`config.mk`:
```
export PLATFORM = sky130hd
export DESIGN_NAME = opnd_addr_gen
export DESIGN_NICKNAME = d
export VERILOG_FILES = /design/src/rtl/oag_pkg.sv /design/src/rtl/oag_scale.sv /design/src/rtl/oag_seq.sv /design/src/rtl/opnd_addr_gen.sv
export SDC_FILE = /design/constraint.sdc
export NUM_CORES = 1
export LEC_CHECK = 0
export BUFFER_PORTS_ARGS = -buffer_cell sky130_fd_sc_hd__buf_2
export CAP_MARGIN = 20
export CORE_ASPECT_RATIO = 1.4
export CORE_MARGIN = 2
export CORE_UTILIZATION = 57
export CTS_BUF_LIST = sky130_fd_sc_hd__clkbuf_8
export DETAILED_ROUTE_END_ITERATION = 6
export PLACE_DENSITY = 0.82
export SYNTH_ARGS = -nofsm -noshare
export SYNTH_HDL_FRONTEND = slang
export SYNTH_HIERARCHICAL = 1
export SYNTH_SLANG_ARGS = --single-unit
```
`constraint.sdc`:
```
create_clock -name clk -period 3.78 [get_ports clk]
set_clock_uncertainty 0.1 [all_clocks]
set_input_delay 0.567 -clock clk [delete_from_list [all_inputs] [get_ports clk]]
set_output_delay 0.567 -clock clk [all_outputs]
set_load 0.01 [all_outputs]
```
`src/rtl/oag_pkg.sv`:
```
package oag_pkg;

   typedef enum logic [2:0] {
      ST_IDLE = 3'd0,
      ST_SEL  = 3'd1,
      ST_BASE = 3'd2,
      ST_IDX  = 3'd3,
      ST_ADD  = 3'd4
   } oag_state_e;

   // Stage codes used to pick the next fetch: 0 idle, 1 selector, 2 base, 3 index
   function automatic oag_state_e oag_next(input logic [1:0] after,
                                           input logic s_ind,
                                           input logic b_ind,
                                           input logic i_ind);
      oag_state_e nxt;
      nxt = ST_ADD;
      if (after == 2'd0 && s_ind)
         nxt = ST_SEL;
      else if (after <= 2'd1 && b_ind)
         nxt = ST_BASE;
      else if (after <= 2'd2 && i_ind)
         nxt = ST_IDX;
      return nxt;
   endfunction

   // Size code to shift amount; codes above 4 saturate at 4
   function automatic logic [2:0] oag_shift(input logic [2:0] code);
      return (code > 3'd4) ? 3'd4 : code;
   endfunction

endpackage

```
`src/rtl/oag_scale.sv`:
```
module oag_scale #(
   parameter int IDX_W  = 16,
   parameter int DISP_W = 16,
   parameter bit USE_MUX = 1'b0
) (
   input  logic [IDX_W-1:0]  idx,
   input  logic [2:0]        shamt,
   output logic [DISP_W-1:0] scaled
);
   localparam int XW = (DISP_W > IDX_W + 4) ? DISP_W : IDX_W + 4;

   logic [XW-1:0] ext;
   assign ext = XW'(idx);

   generate
      if (USE_MUX) begin : g_mux
         logic [XW-1:0] cand [5];
         for (genvar k = 0; k < 5; k++) begin : g_cand
            assign cand[k] = ext << k;
         end
         logic [XW-1:0] pick;
         always_comb begin
            pick = cand[4];
            for (int k = 0; k < 4; k++)
               if (shamt == 3'(k)) pick = cand[k];
         end
         assign scaled = pick[DISP_W-1:0];
      end else begin : g_shift
         logic [XW-1:0] sh;
         assign sh     = ext << shamt;
         assign scaled = sh[DISP_W-1:0];
      end
   endgenerate

endmodule

```
`src/rtl/oag_seq.sv`:
```
module oag_seq
   import oag_pkg::*;
#(
   parameter int FLD_W  = 16,
   parameter int ADDR_W = 16,
   parameter int DATA_W = 16,
   parameter int SEL_W  = 12,
   parameter int DISP_W = 16,
   parameter int IDX_W  = 16
) (
   input  logic              clk,
   input  logic              rst_n,
   input  logic              req_valid,
   output logic              req_ready,
   input  logic              sel_ind,
   input  logic [FLD_W-1:0]  sel_fld,
   input  logic              base_ind,
   input  logic [FLD_W-1:0]  base_fld,
   input  logic              idx_ind,
   input  logic [FLD_W-1:0]  idx_fld,
   input  logic [2:0]        size_code,
   output logic              rd_req,
   output logic [ADDR_W-1:0] rd_addr,
   input  logic              rd_ack,
   input  logic [DATA_W-1:0] rd_data,
   output logic [SEL_W-1:0]  sel_v,
   output logic [DISP_W-1:0] base_v,
   output logic [IDX_W-1:0]  idx_v,
   output logic [2:0]        shamt,
   output logic              fire
);
   oag_state_e       state_q;
   logic [FLD_W-1:0] sel_r, base_r, idx_r;
   logic [2:0]       sz_r;
   logic             s_ind_r, b_ind_r, i_ind_r;
   logic [FLD_W-1:0] fetched;

   assign fetched   = FLD_W'(rd_data);
   assign req_ready = (state_q == ST_IDLE);
   assign rd_req    = (state_q == ST_SEL) || (state_q == ST_BASE) || (state_q == ST_IDX);
   assign fire      = (state_q == ST_ADD);

   always_comb begin
      case (state_q)
         ST_SEL:  rd_addr = sel_r[ADDR_W-1:0];
         ST_BASE: rd_addr = base_r[ADDR_W-1:0];
         ST_IDX:  rd_addr = idx_r[ADDR_W-1:0];
         default: rd_addr = '0;
      endcase
   end

   always_ff @(posedge clk or negedge rst_n) begin
      if (!rst_n) begin
         state_q <= ST_IDLE;
         sel_r   <= '0;
         base_r  <= '0;
         idx_r   <= '0;
         sz_r    <= '0;
         s_ind_r <= 1'b0;
         b_ind_r <= 1'b0;
         i_ind_r <= 1'b0;
      end else begin
         case (state_q)
            ST_IDLE: if (req_valid) begin
               sel_r   <= sel_fld;
               base_r  <= base_fld;
               idx_r   <= idx_fld;
               sz_r    <= size_code;
               s_ind_r <= sel_ind;
               b_ind_r <= base_ind;
               i_ind_r <= idx_ind;
               state_q <= oag_next(2'd0, sel_ind, base_ind, idx_ind);
            end
            ST_SEL: if (rd_ack) begin
               sel_r   <= fetched;
               state_q <= oag_next(2'd1, s_ind_r, b_ind_r, i_ind_r);
            end
            ST_BASE: if (rd_ack) begin
               base_r  <= fetched;
               state_q <= oag_next(2'd2, s_ind_r, b_ind_r, i_ind_r);
            end
            ST_IDX: if (rd_ack) begin
               idx_r   <= fetched;
               state_q <= ST_ADD;
            end
            default: state_q <= ST_IDLE;
         endcase
      end
   end

   assign sel_v  = sel_r[SEL_W-1:0];
   assign base_v = base_r[DISP_W-1:0];
   assign idx_v  = idx_r[IDX_W-1:0];
   assign shamt  = oag_shift(sz_r);

endmodule

```
`src/rtl/opnd_addr_gen.sv`:
```
module opnd_addr_gen #(
   parameter int FLD_W   = 16,
   parameter int ADDR_W  = 16,
   parameter int DATA_W  = 16,
   parameter int SEL_W   = 12,
   parameter int DISP_W  = 16,
   parameter int IDX_W   = 16,
   parameter bit USE_MUX = 1'b0
) (
   input  logic              clk,
   input  logic              rst_n,
   input  logic              req_valid,
   output logic              req_ready,
   input  logic              sel_ind,
   input  logic [FLD_W-1:0]  sel_fld,
   input  logic              base_ind,
   input  logic [FLD_W-1:0]  base_fld,
   input  logic              idx_ind,
   input  logic [FLD_W-1:0]  idx_fld,
   input  logic [2:0]        size_code,
   output logic              rd_req,
   output logic [ADDR_W-1:0] rd_addr,
   input  logic              rd_ack,
   input  logic [DATA_W-1:0] rd_data,
   output logic              done,
   output logic [SEL_W-1:0]  sel_out,
   output logic [DISP_W-1:0] disp_out
);
   generate
      if (FLD_W < ADDR_W) begin : g_bad_fld_addr
         $error("FLD_W must hold a pointer of ADDR_W bits");
      end
      if (FLD_W < SEL_W || FLD_W < DISP_W || FLD_W < IDX_W) begin : g_bad_fld_val
         $error("FLD_W must hold each literal part");
      end
      if (DATA_W < SEL_W || DATA_W < DISP_W || DATA_W < IDX_W) begin : g_bad_data
         $error("DATA_W must hold each fetched part");
      end
   endgenerate

   logic [SEL_W-1:0]  sel_v;
   logic [DISP_W-1:0] base_v;
   logic [IDX_W-1:0]  idx_v;
   logic [2:0]        shamt;
   logic              fire;
   logic [DISP_W-1:0] scaled;

   oag_seq #(
      .FLD_W(FLD_W), .ADDR_W(ADDR_W), .DATA_W(DATA_W),
      .SEL_W(SEL_W), .DISP_W(DISP_W), .IDX_W(IDX_W)
   ) u_seq (
      .clk(clk), .rst_n(rst_n),
      .req_valid(req_valid), .req_ready(req_ready),
      .sel_ind(sel_ind), .sel_fld(sel_fld),
      .base_ind(base_ind), .base_fld(base_fld),
      .idx_ind(idx_ind), .idx_fld(idx_fld),
      .size_code(size_code),
      .rd_req(rd_req), .rd_addr(rd_addr),
      .rd_ack(rd_ack), .rd_data(rd_data),
      .sel_v(sel_v), .base_v(base_v), .idx_v(idx_v),
      .shamt(shamt), .fire(fire)
   );

   oag_scale #(
      .IDX_W(IDX_W), .DISP_W(DISP_W), .USE_MUX(USE_MUX)
   ) u_scale (
      .idx(idx_v), .shamt(shamt), .scaled(scaled)
   );

   always_ff @(posedge clk or negedge rst_n) begin
      if (!rst_n) begin
         done     <= 1'b0;
         sel_out  <= '0;
         disp_out <= '0;
      end else begin
         done <= fire;
         if (fire) begin
            sel_out  <= sel_v;
            disp_out <= base_v + scaled;
         end
      end
   end

endmodule

```
==> metrics.yaml, run 1 <==
synth_top_family_by_area: "multiplexers"
drive_gt1_frac: 0.526
grt_pass1_wl_um: 22400
grt_usage: 0.251
port_buffers: 120
place_inst: 726
critPathKind: "flop to flop"
path_cells: "nor2b_2 > mux4_2 > nor2_1 > a21oi_1 > ha_1 > a21oi_2 > o22ai_1 > a211oi_2 > o211ai_2 > xor2_1 > mux2_2"
hold_buffers: 0
gp_congestion: 0.867
ant_nets: 0
dieArea_sq_um: 11200
reg2reg_to: "disp_out[13]"
setup.worst_path.start: "u_seq/sz_r[2]"
grt_pass1_vias: 4455
syn_area_sq_um: 5900
cp-end-kind: "flop"
async_flop_share: 1.00
design.core.area_sq_um: 10200
mostFrequentLayoutCell: "mux2_2"
drtIter0Drc: 336
fin_crit_ns: 3.49
yosys.area_share.adder: 0.0352
power_mw: 7.49
syn_area_per_cell_sq_um: 11.8
area_delta_synth_final_pct: 14.0
muxShareOfSynthArea: 0.352
slowest_stage: "mux4_2"
cp_slowest_stage_delay_ns: 0.55
slew_violations: 0
n_antenna_cell: 0
whs_endpoint: "u_seq/sz_r[1]"
cts_root_buf: "clkbuf_8"
cts_htree_levels: 3
rsz0062_at_grt: "no"
synth-compound-area-share: 0.0956
start_util: 0.576
post_cts_buffers: 0
synth_warnings: 6
p_comb_frac: 0.656
cts_sinks: 85
drc: 0
die_w_um: 90.0
min_period_over_period: 0.923
vias: 4418
dpl.hpwl_um: 10400
yosys.area_share.simple: 0.0831
maxCapViolCount: 0
final-hold-violation-count: 0
vdd_drop_max_v: 0.000560
pin_count: 121
clockBufferDepth: 2
worst_slack_ns: 0.290
p_per_area_nw_per_um2: 1110
ctsResizeCount: 0
seqPwrFrac: 0.252
synth_edf_count: 0
clk_pin_slew_ns: 0.08
cp-start-kind: "flop"
wl_per_cell_um: 18.4
routed_wl_um: 13700
antenna_found_initial: 0
min_from: "size_code[1]"
arrival_ns: 3.65
status: "finished, final reports clean"
firstDrtPassIters: 5
ff2ff_setup_slack_ns: 0.29
relSlewSlack: 0.372
cts_buffers: 9
clkPwrFrac: 0.092
die_h_um: 124
hold_path.class: "primary input to flop"
worstReg2RegStart: "u_seq/sz_r[2]"
clock_latency_ns: 0.37
reg2reg_depth: 11
grt_overflow: 0
vias_per_cell: 5.94
final_nets: 691
fin_cells: 744
holdPathStages: 2
floorplan.rows: 44
required_ns: 3.94
synth.distinct_cells: 58
ys_ff_latch: 85
setup_viol: 0
pre_cts_ws_ns: 0.353
fin_tns_setup_ns: 0
switchingPower_mw: 3.28
ys.flop_type: "dfrtp_1"
grt_max_degree: 86
power.leakage_nw: 3.00
swShare: 0.437
crit_fanout: 10
netlist_instances: 500
synth_fp_nets: 590
intPower_mw: 4.22
worst_pin_slew_ns: 0.940
synth_xor_area_frac: 0.0208
fmax_mhz: 287
seq_area_frac_synth: 0.360
layout_common_cells: "mux2_2 (140), buf_2 (119), dfrtp_1 (85), nor2_1 (28), mux2i_1 (21)"
cts_tree: "built"
-- cell families after synthesis --
family	count (synthesis)
AO/OA/AOI/OAI	76
buffers and inverters	47
adder cells (fa/ha/maj)	16
flip-flops	85
AND/OR/NAND/NOR	82
multiplexers	180
XOR/XNOR	14
-- worst max path at each step --
stage,endpoint
2_1_floorplan,disp_out[10]
3_3_place_gp,disp_out[14]
3_5_place_dp,disp_out[14]
4_1_cts,disp_out[14]
5_1_grt,disp_out[13]
6_report,disp_out[13]
-- through the flow --
step	hold WS (ns)	util	area, sq um
finish	0.354	0.657	6730
CTS	0.322	0.653	6690
global placement	0.385	0.633	6480
floorplan	0.171	-	5900
detailed placement	0.392	0.633	6480
global route	0.330	0.657	6730
-- cell usage after synthesis, types with 11 or more instances --
cell | number | area share
nor2_1 | 28 | 0.018
mux2_4 | 12 | 0.031
mux2i_1 | 21 | 0.036
nand2_1 | 13 | 0.0083
mux2_2 | 140 | 0.27
a21oi_1 | 11 | 0.0093
ha_1 | 15 | 0.032
buf_4 | 16 | 0.020
a22oi_1 | 17 | 0.022
dfrtp_1 | 85 | 0.36
buf_2 | 11 | 0.0093
-- routing by layer --
metal  global-route usage  vias up  wire length (um)
met5                    0        -                 0
met4                0.108        0               382
met3               0.0442       28               711
met2                0.429      160              6990
met1                0.312     2174              5600
li1                     -     2056                 -
-- power by group through the flow --
stage / clock, mW / sequential (mW) / combinational, mW
floorplan: 0 / 1.75 / 3.98
global placement: 0 / 1.86 / 4.70
detailed placement: 0 / 1.90 / 4.85
CTS: 0.702 / 1.88 / 4.88
global route: 0.750 / 1.96 / 5.33
finish: 0.690 / 1.89 / 4.91
-- layout make-up --
class / instances / area, sq um
inverter: 4 / 15.0
clock inverter: 7 / 83.8
fill: 811 / 3510
timing repair buffer: 133 / 736
clock buffer: 9 / 124
tap: 138 / 173
sequential: 85 / 2130
multi-input combinational: 368 / 3470
-- sequential cells by signal (all words and copies together) (netlist names) --
name           flops
u_seq/idx_v       16
u_seq/sz_r         3
u_seq/i_ind_r      1
u_seq/state_q      3
u_seq/b_ind_r      1
disp_out          16
u_seq/sel_r       16
sel_out           12
done               1
u_seq/base_v      16
-- worst max-delay path, delay by kind of cell, from the launching register on --
family | cells | cell delay [ns]
compound gates | 5 | 0.87
xor+xnor | 1 | 0.17
fa+ha+maj | 1 | 0.37
flops | 1 | 0.51
mux | 2 | 0.81
simple gates | 2 | 0.55
Note: power is estimated with default switching activity, not from simulation.
==> run 2, diff against run 1 <==
--- a/config.mk
+++ b/config.mk
@@ -9,10 +9,11 @@
 export CAP_MARGIN = 20
 export CORE_ASPECT_RATIO = 1.4
 export CORE_MARGIN = 2
-export CORE_UTILIZATION = 57
+export CORE_UTILIZATION = 62
 export CTS_BUF_LIST = sky130_fd_sc_hd__clkbuf_8
 export DETAILED_ROUTE_END_ITERATION = 6
-export PLACE_DENSITY = 0.82
+export HOLD_SLACK_MARGIN = 0.12
+export PLACE_DENSITY = 0.89
 export SYNTH_ARGS = -nofsm -noshare
 export SYNTH_HDL_FRONTEND = slang
 export SYNTH_HIERARCHICAL = 1
==> constraint.sdc (replaced) <==
create_clock -name clk -period 4.5 [get_ports clk]
set_clock_uncertainty 0.1 [all_clocks]
set_input_delay 0.675 -clock clk [delete_from_list [all_inputs] [get_ports clk]]
set_output_delay 0.675 -clock clk [all_outputs]
set_load 0.01 [all_outputs]
==> metrics.yaml, run 2 (same netlist as run 1, synthesis figures left out) <==
cp_slowest_stage_delay_ns: 0.67  # +0.12 ns
drc: 0  # unchanged
worst_pin_slew_ns: 0.978  # +0.0372 ns
grt_pass1_wl_um: 22300  # -0.12%
critPathCapture: "disp_out[10]"
post_cts_buffers: 0  # unchanged
cp-start-kind: "flop"
gp_congestion: 0.890  # +2.7%
relSlewSlack: 0.348  # -0.0248
critPathKind: "flop to flop"
grt_pass1_vias: 4605  # +3.4%
crit_fanout: 23  # +13
drive_gt1_frac: 0.529  # +0.00272
n_antenna_cell: 0  # unchanged
slew_violations: 0  # unchanged
antenna_found_initial: 0  # unchanged
slowest_stage: "dfrtp_1"
power_mw: 6.19  # -17%
ff2ff_setup_slack_ns: 0.68  # +0.39 ns
cp_num_buf_inv: 0  # unchanged
setup_viol: 0  # unchanged
start_util: 0.631  # +0.0546
mostFrequentLayoutCell: "mux2_2"
rsz0062_at_grt: "no"
grt_overflow: 0  # unchanged
reg2reg_depth: 11  # unchanged
firstDrtPassIters: 5  # unchanged
multi_input_area_sq_um: 3470  # unchanged
clock_latency_ns: 0.37  # about the same
area_delta_synth_final_pct: 12.1
routed_wl_um: 13800  # +0.69%
fmax_mhz: 262  # -8.5%
vias: 4440  # +0.50%
ctsResizeCount: 0  # unchanged
cts_sinks: 85  # unchanged
ant_nets: 0  # unchanged
required_ns: 4.67  # +0.73 ns
clk_pin_slew_ns: 0.09  # about the same
reg2reg_to: "disp_out[10]"
cts_buffers: 9  # unchanged
final-seq-area_sq_um: 2130  # unchanged
drtIter0Drc: 327  # -2.7%
maxCapViolCount: 0  # unchanged
cp_top_family: "simple AND/OR/NAND/NOR gates"
dieArea_sq_um: 10300  # -7.8%
cts_htree_levels: 3  # unchanged
fin_crit_ns: 3.82  # +0.325 ns
pin_count: 121  # unchanged
cts_tree: "built"
grt_max_degree: 86  # unchanged
die_h_um: 119  # -4.0%
die_w_um: 86.5  # -3.9%
hold_path.class: "primary input to async pin"
port_buffers: 120  # unchanged
worstReg2RegStart: "u_seq/sz_r[2]"
setup.worst_path.start: "u_seq/sz_r[2]"
vias_per_cell: 6.24  # +5.2%
hold_buffers: 0  # unchanged
arrival_ns: 3.98  # +0.33 ns
cts_root_buf: "clkbuf_8"
floorplan.rows: 42  # -4.5%
clockBufferDepth: 2  # unchanged
layout_common_cells: "mux2_2 (140), buf_2 (119), dfrtp_1 (85), nor2_1 (28), mux2i_1 (21)"
fin_tns_setup_ns: 0  # unchanged
design.core.area_sq_um: 9350  # -8.7%
final-hold-violation-count: 0  # unchanged
fillerInstances: 677  # -17%
grt_usage: 0.278  # +0.0268
critical_path_depth: 11  # unchanged
power.leakage_nw: 2.95  # -1.7%
min_period_over_period: 0.848  # -0.0755
vdd_drop_max_v: 0.000467  # -17%
p_per_area_nw_per_um2: 935  # -16%
wl_per_cell_um: 19.4  # +5.4%
status: "finished, final reports clean"
path_cells: "nor2b_2 > or2_0 > nor3b_1 > ha_1 > fa_1 > a21o_1 > a22oi_2 > and2b_4 > nor3_1 > or3_1 > a31o_1"
dpl.hpwl_um: 10400  # -0.26%
final_nets: 686  # -0.72%
cp-end-kind: "flop"
[run 2: changes by cell type in the layout (fill, tap and decap cells not counted), sizes merged]
cell | previous run | this run
dlygate4sd3 | 1 | 0
buf | 132 | 128
inv | 7 | 6
clkbuf | 9 | 10
clkinvlp | 1 | 2
clkinv | 1 | 2
bufinv | 2 | 0
[run 2: where the power goes]
| part | switching (mW) | internal, mW |
|---|---|---|
| sequential | 0.400 | 1.16 |
| combinational | 2.07 | 2.05 |
| clock | 0.292 | 0.219 |
| total | 2.76 | 3.43 |
[run 2: worst min path at each step]
stage | end | slack [ns] | cells after the start
floorplan | disp_out[0] | 0.28 | 0
global placement | disp_out[8] | 0.38 | 1
detailed placement | disp_out[8] | 0.39 | 1
CTS | disp_out[8] | 0.41 | 1
global route | disp_out[1] | 0.17 | 1
finish | disp_out[1] | 0.14 | 1
[run 2: layout make-up]
type	count	area share
clock buffer	10	0.0208
clock inverter	6	0.00700
inverter	4	0.00227
multi-input combinational	368	0.524
sequential	85	0.321
tap	110	0.0208
timing repair buffer	128	0.103
[run 2: routing by layer]
layer | vias to the layer above | GRT usage | part of all wire
met2 | 194 | 0.467 | 0.51
met1 | 2163 | 0.343 | 0.40
met3 | 44 | 0.0492 | 0.052
li1 | 2039 | - | -
met5 | - | 0 | 0
met4 | 0 | 0.128 | 0.039
[run 2: stage by stage]
stage	cell area (sq um)	utilization	worst slack [ns]	cells	hold slack, ns
after floorplan	5900	-	1.50	500	0.279
after global placement	6400	0.684	0.891	693	0.384
after detailed placement	6400	0.684	0.739	693	0.391
after CTS	6580	0.704	0.724	709	0.411
after global routing	6620	0.707	0.426	711	0.171
final	6620	0.707	0.684	711	0.139
